==> src/rtl/hzc_pkg.sv <==
// Shared constants and helpers for the stage controller.
// Assumes five pipeline registers indexed F=0 .. W=4 and four hazard causes.
package hzc_pkg;

    localparam int STG_N = 5;
    localparam int STG_F = 0;
    localparam int STG_D = 1;
    localparam int STG_E = 2;
    localparam int STG_M = 3;
    localparam int STG_W = 4;

    // hazard cause bit positions
    localparam int HZ_N        = 4;
    localparam int HZ_LOAD_USE = 0;
    localparam int HZ_RET      = 1;
    localparam int HZ_MISPRED  = 2;
    localparam int HZ_FAULT    = 3;

    typedef enum logic [1:0] {
        ST_OK  = 2'd0,
        ST_ADR = 2'd1,
        ST_INS = 2'd2,
        ST_HLT = 2'd3
    } stat_e;

    // Any non-OK status stops the pipeline.
    function automatic logic stat_is_fault(input logic [1:0] s);
        return s != ST_OK;
    endfunction

    // Causes that request a stall of stage s.
    function automatic logic [HZ_N-1:0] stall_mask(input int s);
        logic [HZ_N-1:0] m;
        m = '0;
        case (s)
            STG_F: begin
                m[HZ_LOAD_USE] = 1'b1;
                m[HZ_RET]      = 1'b1;
            end
            STG_D:   m[HZ_LOAD_USE] = 1'b1;
            STG_W:   m[HZ_FAULT]    = 1'b1;
            default: m = '0;
        endcase
        return m;
    endfunction

    // Causes that request a bubble into stage s.
    function automatic logic [HZ_N-1:0] bubble_mask(input int s);
        logic [HZ_N-1:0] m;
        m = '0;
        case (s)
            STG_D: begin
                m[HZ_RET]     = 1'b1;
                m[HZ_MISPRED] = 1'b1;
            end
            STG_E: begin
                m[HZ_LOAD_USE] = 1'b1;
                m[HZ_MISPRED]  = 1'b1;
            end
            STG_M:   m[HZ_FAULT] = 1'b1;
            default: m = '0;
        endcase
        return m;
    endfunction

endpackage

==> src/rtl/hzc_detect.sv <==
// Hazard detector: turns stage opcodes, register IDs, branch outcome and
// status codes into a vector of hazard causes plus an "ALU op in E" flag.
// Assumes REG_NONE marks an instruction without a memory destination.
module hzc_detect
    import hzc_pkg::*;
#(
    parameter int             IW       = 4,
    parameter int             RW       = 4,
    parameter logic [IW-1:0]  OP_LOAD  = 'h5,
    parameter logic [IW-1:0]  OP_POP   = 'hB,
    parameter logic [IW-1:0]  OP_RET   = 'h9,
    parameter logic [IW-1:0]  OP_JMP   = 'h7,
    parameter logic [IW-1:0]  OP_ALU   = 'h6,
    parameter logic [RW-1:0]  REG_NONE = '1
) (
    input  logic [IW-1:0]   dec_op,
    input  logic [IW-1:0]   exe_op,
    input  logic [IW-1:0]   mem_op,
    input  logic [RW-1:0]   exe_ld_dst,
    input  logic [RW-1:0]   dec_src_a,
    input  logic [RW-1:0]   dec_src_b,
    input  logic            exe_cond_ok,
    input  logic [1:0]      mem_status,
    input  logic [1:0]      wb_status,
    output logic [HZ_N-1:0] cause,
    output logic            exe_alu
);

    localparam int RET_SLOTS = 3;

    logic [RET_SLOTS-1:0][IW-1:0] ret_scan;
    logic                         ret_hit;
    logic                         exe_loads;
    logic                         dst_match;

    assign ret_scan = {mem_op, exe_op, dec_op};

    // Look for a return in any of the three scanned stages.
    always_comb begin
        ret_hit = 1'b0;
        for (int i = 0; i < RET_SLOTS; i++) begin
            if (ret_scan[i] == OP_RET) ret_hit = 1'b1;
        end
    end

    // Decide whether the E instruction writes a register a decode source needs.
    always_comb begin
        exe_loads = (exe_op == OP_LOAD) || (exe_op == OP_POP);
        dst_match = (exe_ld_dst != REG_NONE) &&
                    ((exe_ld_dst == dec_src_a) || (exe_ld_dst == dec_src_b));
    end

    // Assemble the cause vector.
    always_comb begin
        cause              = '0;
        cause[HZ_LOAD_USE] = exe_loads && dst_match;
        cause[HZ_RET]      = ret_hit;
        cause[HZ_MISPRED]  = (exe_op == OP_JMP) && !exe_cond_ok;
        cause[HZ_FAULT]    = stat_is_fault(mem_status) || stat_is_fault(wb_status);
    end

    assign exe_alu = (exe_op == OP_ALU);

endmodule

==> src/rtl/hzc_action.sv <==
// Action mapper: converts hazard causes into per-stage stall and bubble
// controls. A stall request on a stage suppresses a bubble request on the
// same stage, which gives load/use priority over return handling in D.
module hzc_action
    import hzc_pkg::*;
(
    input  logic [HZ_N-1:0]  cause,
    input  logic             exe_alu,
    output logic [STG_N-1:0] stall_o,
    output logic [STG_N-1:0] bubble_o,
    output logic             cc_en_o
);

    for (genvar s = 0; s < STG_N; s++) begin : g_stage
        logic stall_req;
        logic bub_req;

        // Gather the requests that target this stage.
        always_comb begin
            stall_req = |(cause & stall_mask(s));
            bub_req   = |(cause & bubble_mask(s));
        end

        assign stall_o[s]  = stall_req;
        assign bubble_o[s] = bub_req & ~stall_req;
    end

    // Condition codes may change only for an ALU op with no fault behind it.
    always_comb begin
        cc_en_o = exe_alu && !cause[HZ_FAULT];
    end

endmodule

==> src/rtl/hzc_stage_ctl.sv <==
// Top of the stage controller: detector followed by the action mapper.
// Purely combinational; outputs are meant to be used at the coming clock edge.
module hzc_stage_ctl
    import hzc_pkg::*;
#(
    parameter int             IW       = 4,
    parameter int             RW       = 4,
    parameter logic [IW-1:0]  OP_LOAD  = 'h5,
    parameter logic [IW-1:0]  OP_POP   = 'hB,
    parameter logic [IW-1:0]  OP_RET   = 'h9,
    parameter logic [IW-1:0]  OP_JMP   = 'h7,
    parameter logic [IW-1:0]  OP_ALU   = 'h6,
    parameter logic [RW-1:0]  REG_NONE = '1
) (
    input  logic [IW-1:0]    dec_op,
    input  logic [IW-1:0]    exe_op,
    input  logic [IW-1:0]    mem_op,
    input  logic [RW-1:0]    exe_ld_dst,
    input  logic [RW-1:0]    dec_src_a,
    input  logic [RW-1:0]    dec_src_b,
    input  logic             exe_cond_ok,
    input  logic [1:0]       mem_status,
    input  logic [1:0]       wb_status,
    output logic [STG_N-1:0] stage_stall,
    output logic [STG_N-1:0] stage_bubble,
    output logic             cc_wr_en
);

    logic [HZ_N-1:0] cause;
    logic            exe_alu;

    hzc_detect #(
        .IW(IW), .RW(RW),
        .OP_LOAD(OP_LOAD), .OP_POP(OP_POP), .OP_RET(OP_RET),
        .OP_JMP(OP_JMP), .OP_ALU(OP_ALU), .REG_NONE(REG_NONE)
    ) u_detect (
        .dec_op      (dec_op),
        .exe_op      (exe_op),
        .mem_op      (mem_op),
        .exe_ld_dst  (exe_ld_dst),
        .dec_src_a   (dec_src_a),
        .dec_src_b   (dec_src_b),
        .exe_cond_ok (exe_cond_ok),
        .mem_status  (mem_status),
        .wb_status   (wb_status),
        .cause       (cause),
        .exe_alu     (exe_alu)
    );

    hzc_action u_action (
        .cause    (cause),
        .exe_alu  (exe_alu),
        .stall_o  (stage_stall),
        .bubble_o (stage_bubble),
        .cc_en_o  (cc_wr_en)
    );

endmodule

==> config.mk <==
export PLATFORM = sky130hd
export DESIGN_NAME = hzc_stage_ctl
export DESIGN_NICKNAME = d
export VERILOG_FILES = /design/src/rtl/hzc_pkg.sv /design/src/rtl/hzc_detect.sv /design/src/rtl/hzc_action.sv /design/src/rtl/hzc_stage_ctl.sv
export SDC_FILE = /design/constraint.sdc
export NUM_CORES = 1
export LEC_CHECK = 0
export BUFFER_PORTS_ARGS = -buffer_cell sky130_fd_sc_hd__buf_2
export CAP_MARGIN = 20
export CORE_AREA = 2 2 39 41
export DETAILED_ROUTE_END_ITERATION = 12
export DIE_AREA = 0 0 41 43
export GPL_TIMING_DRIVEN = 0
export SYNTH_ARGS = -nofsm -noshare
export SYNTH_HDL_FRONTEND = slang
export SYNTH_SLANG_ARGS = --single-unit
==> constraint.sdc <==
create_clock -name vclk -period 2.5
set_input_delay 0.125 -clock vclk [all_inputs]
set_output_delay 0.125 -clock vclk [all_outputs]
set_load 0.005 [all_outputs]
# After elaboration in Yosys (flattened, before gate mapping)
# Cells that the tools add are included.
# Widths: inputs -> output; s select.
[word_totals]
input_bits = 29
regBits = 0
output_inout_bits = 11
[op_classes]
n_reduce_logical = 14
n_mux = 3
eq_ne = 10
n_bitwise = 2
[op_table]
columns = ["operator", "n"]
rows = [
  ["$eq 4x4->1 const B", 4],
  ["$eq 4x3->1 const B", 3],
  ["$eq 4x4->1", 2],
  ["$reduce_or 2->1", 3],
  ["$logic_and 1x1->1", 4],
  ["$ne 4x4->1 const B", 1],
  ["$reduce_bool 2->1", 2],
  ["$logic_or 1x1->1", 3],
  ["$mux 1", 3],
  ["$logic_not 1->1", 2],
  ["$and 1x1->1", 1],
  ["$not 1->1", 1],
]

# Depth between registers and ports, before layout
[depth]
depth_word = 6
ltp_mapped = 5
depth_no_buf = 5

# Cells and area by module
# Synthesis repeated with hierarchy kept, for this count alone.
[hier_totals]
cells_unflattened = 38
area_unflattened_um2 = 291.5
[by_module_without_submodules]
columns = ["mod", "instances", "area_each_um2", "cells_each"]
rows = [
  ["hzc_detect", 1, 191.4, 24],
  ["hzc_action", 1, 100.1, 14],
]

# Least setup slack after synthesis
# No wires, ideal clock.
[synth_timing]
kind = "in2out"
start = "input port exe_ld_dst[1]"
end = "output port stage_bubble[2]"
slack_ns = 1.461
required_ns = 2.375
arrival_ns = 0.914
stages = 5
path_cell_list = "xor2_1 nor4_2 o2111ai_2 nand2_1 buf_4"
[synth_between]
elab_chain_cells = 5
[synth_rtl]
columns = ["element", "line", "source"]
rows = [
  ["from (decl)", "hzc_stage_ctl.sv:18", "input logic [RW-1:0] exe_ld_dst,"],
  ["$eq 4x4->1", "hzc_detect.sv:50", "((exe_ld_dst == dec_src_a) || (exe_ld_dst == dec_src_b));"],
  ["$logic_or 1x1->1", "hzc_detect.sv:50", ""],
  ["$logic_and 1x1->1 *", "hzc_detect.sv:49", "dst_match = (exe_ld_dst != REG_NONE) &&"],
  ["$logic_and 1x1->1 *", "hzc_detect.sv:56", "cause[HZ_LOAD_USE] = exe_loads && dst_match;"],
  ["$reduce_or 2->1 *", "hzc_action.sv:21", "bub_req = |(cause & bubble_mask(s));"],
  ["to (decl)", "hzc_stage_ctl.sv:25", "output logic [STG_N-1:0] stage_bubble,"],
]
# Mark *: on every way between the ends. The rest lies on a longest branch, timed or not.

# Final worst setup path
[layout_timing]
start = "input port exe_ld_dst[1]"
end = "output port stage_stall[0]"
[layout_between]
elab_chain_cells = 5
[layout_rtl]
columns = ["element", "line", "source"]
rows = [
  ["$eq 4x4->1", "hzc_detect.sv:50", ""],
  ["$logic_or 1x1->1", "hzc_detect.sv:50", ""],
  ["$logic_and 1x1->1 *", "hzc_detect.sv:49", ""],
  ["$logic_and 1x1->1 *", "hzc_detect.sv:56", ""],
  ["$reduce_or 2->1 *", "hzc_action.sv:20", "stall_req = |(cause & stall_mask(s));"],
  ["to (decl)", "hzc_stage_ctl.sv:24", "output logic [STG_N-1:0] stage_stall,"],
]
# Marks and branches as above.

==> results.ini <==
[timing]
finalCriticalPeriod_ns=1.33
hold_viol=0
finalMaxSlewViolations=0
rsz0062_at_grt=no
fmax_ghz=0.753
setup_viol_count_final=0
setup_tns_ns=0
period_share_pct=53.1

[floorplan]
io_pins=40
core-area_mm2=0.00138
die-area_mm2=0.00176
rows=14
fp.dieW_um=41
start_util_pct=20.5
die_height_um=43

[pwr]
power_leakage_nw=0.279
power_density_mw_per_mm2=131
peakVddDrop_uv=37.8

[place]
portBuffers=36
dpl.hpwl_um=688
gp_routability_congestion=0.581

[cells_and_area]
fill_cells=153
synthToLayoutAreaGrowth_pct=74.4
layout-drive-gt1-share_pct=68.5
seqCellArea_um2=0
diodes=0
seq_cell_count=0
nClkBuffers=0
final_util_pct=35.8
nets=104

[routing]
drt_pre_antenna_iters=2
wire_per_inst_um=8.19
drc=0
vias=374
antenna_left=0
via_per_inst=4.20
drt-total-wl_um=729
drt-initial-drc-count=2

[clocking]
cts_resized=0
postCtsHoldBufs=0
cts_setup_buffers=0

[grt]
track_usage_pct=8.49
grt_pass1_vias=328
grt_max_degree=6
grt_remaining_overflow=0
antenna_found_initial=0
grt_pass1_wl_um=1150

[synth]
synth.most_common_cell=xor2_1
netlist_area_um2=284
seq_area_frac_synth_pct=0
synthTopCellsByCount=xor2_1 (8), buf_4 (7), nor4bb_1 (3)
synth_area_per_cell_um2=8.35
yosys.cell_types.count=17
synth_area_leader_cell=xor2_1
netlist_top_cells_area=xor2_1 (25%), buf_4 (19%), nor4bb_1 (11%)
synth_top_area_share_pct=24.7
yosysWarnings=0
postSynthCellCount=34

[hold_path]
min_path_type=in -> out
hp-start=wb_status[0]

[critical_path]
cp-start-kind=input pin
cp.required_ns=2.38
end_kind=primary output
critPathMaxFanout=3
crit_type=in -> out
crit_path_end=stage_stall[0]
worstPathArrival_ns=1.20
crit_start=exe_ld_dst[1]

[status]
status=finished clean

[job]
cap_violations=0

[how the worst min path moves through the flow]
| stage | endpoint | slack, ns | cells after the start |
|---|---|---|---|
| 2_1_floorplan | cc_wr_en | 0.27 | 1 |
| 3_3_place_gp | stage_bubble[3] | 0.54 | 3 |
| 3_5_place_dp | stage_bubble[3] | 0.55 | 3 |
| 4_1_cts | stage_bubble[3] | 0.54 | 3 |
| 5_1_grt | cc_wr_en | 0.56 | 3 |
| 6_report | stage_bubble[3] | 0.54 | 3 |
[kinds of logic after synthesis]
kind of cell,after synthesis,synth area share (%)
simple gates,14,44.1
xor+xnor,8,24.7
buf+inv,8,19.8
compound gates,3,10.1
other cells,1,1.32
[area by class of cell]
| cell class | instances | area [um2] | share of cell area (%) |
|---|---|---|---|
| Tap cell | 16 | 20.0 | 4.04 |
| Timing Repair Buffer | 36 | 180 | 36.4 |
| Multi-Input combinational cell | 29 | 239 | 48.2 |
| Inverter | 1 | 3.75 | 0.758 |
| Buffer | 7 | 52.6 | 10.6 |
[through the flow]
step / area, um2 / instances / total power, mW / hold slack (ns) / worst slack, ns
2_1_floorplan: 295 / 37 / 0.0321 / 0.274 / 1.46
3_3_place_gp: 495 / 89 / 0.0647 / 0.542 / 1.17
6_report: 495 / 89 / 0.0651 / 0.540 / 1.17
3_5_place_dp: 495 / 89 / 0.0657 / 0.545 / 1.14
5_1_grt: 495 / 89 / 0.0728 / 0.564 / 1.09
4_1_cts: 495 / 89 / 0.0660 / 0.545 / 1.14
[critical path, stage by stage]
cell,delay (ns)
buf_2,0.12
xor2_1,0.17
nor4_2,0.30
o2111ai_2,0.20
nand2_1,0.10
buf_4,0.09
buf_2,0.10
[cell usage in the layout (no fill, tap or decap)]
cell	instances
buf_2	36
xor2_1	8
buf_4	7
conb_1	4
nor4bb_1	3
nor4_2	2
nand2_1	2
nand4_1	1
nand2b_1	1
nand3b_1	1
o21ai_0	1
o2111ai_2	1
inv_2	1
nand4bb_1	1
nor3_1	1
a21oi_2	1
or4_4	1
nor4b_2	1
[report_power, final]
part	total [mW]	leakage, nW	switching, mW	internal, mW
combinational	0.0651	0.279	0.0270	0.0382
sequential	0	0	0	0
clock	0	0	0	0
total	0.0651	0.279	0.0270	0.0382
[layer usage]
metal	global-route usage, %	vias to the layer above	part of all wire [%]
li1	-	193	-
met1	10.8	162	37
met2	15.9	19	52
met3	0	0	11
met4	0	0	0
met5	0	-	0
(Power assumes the default switching activity.)
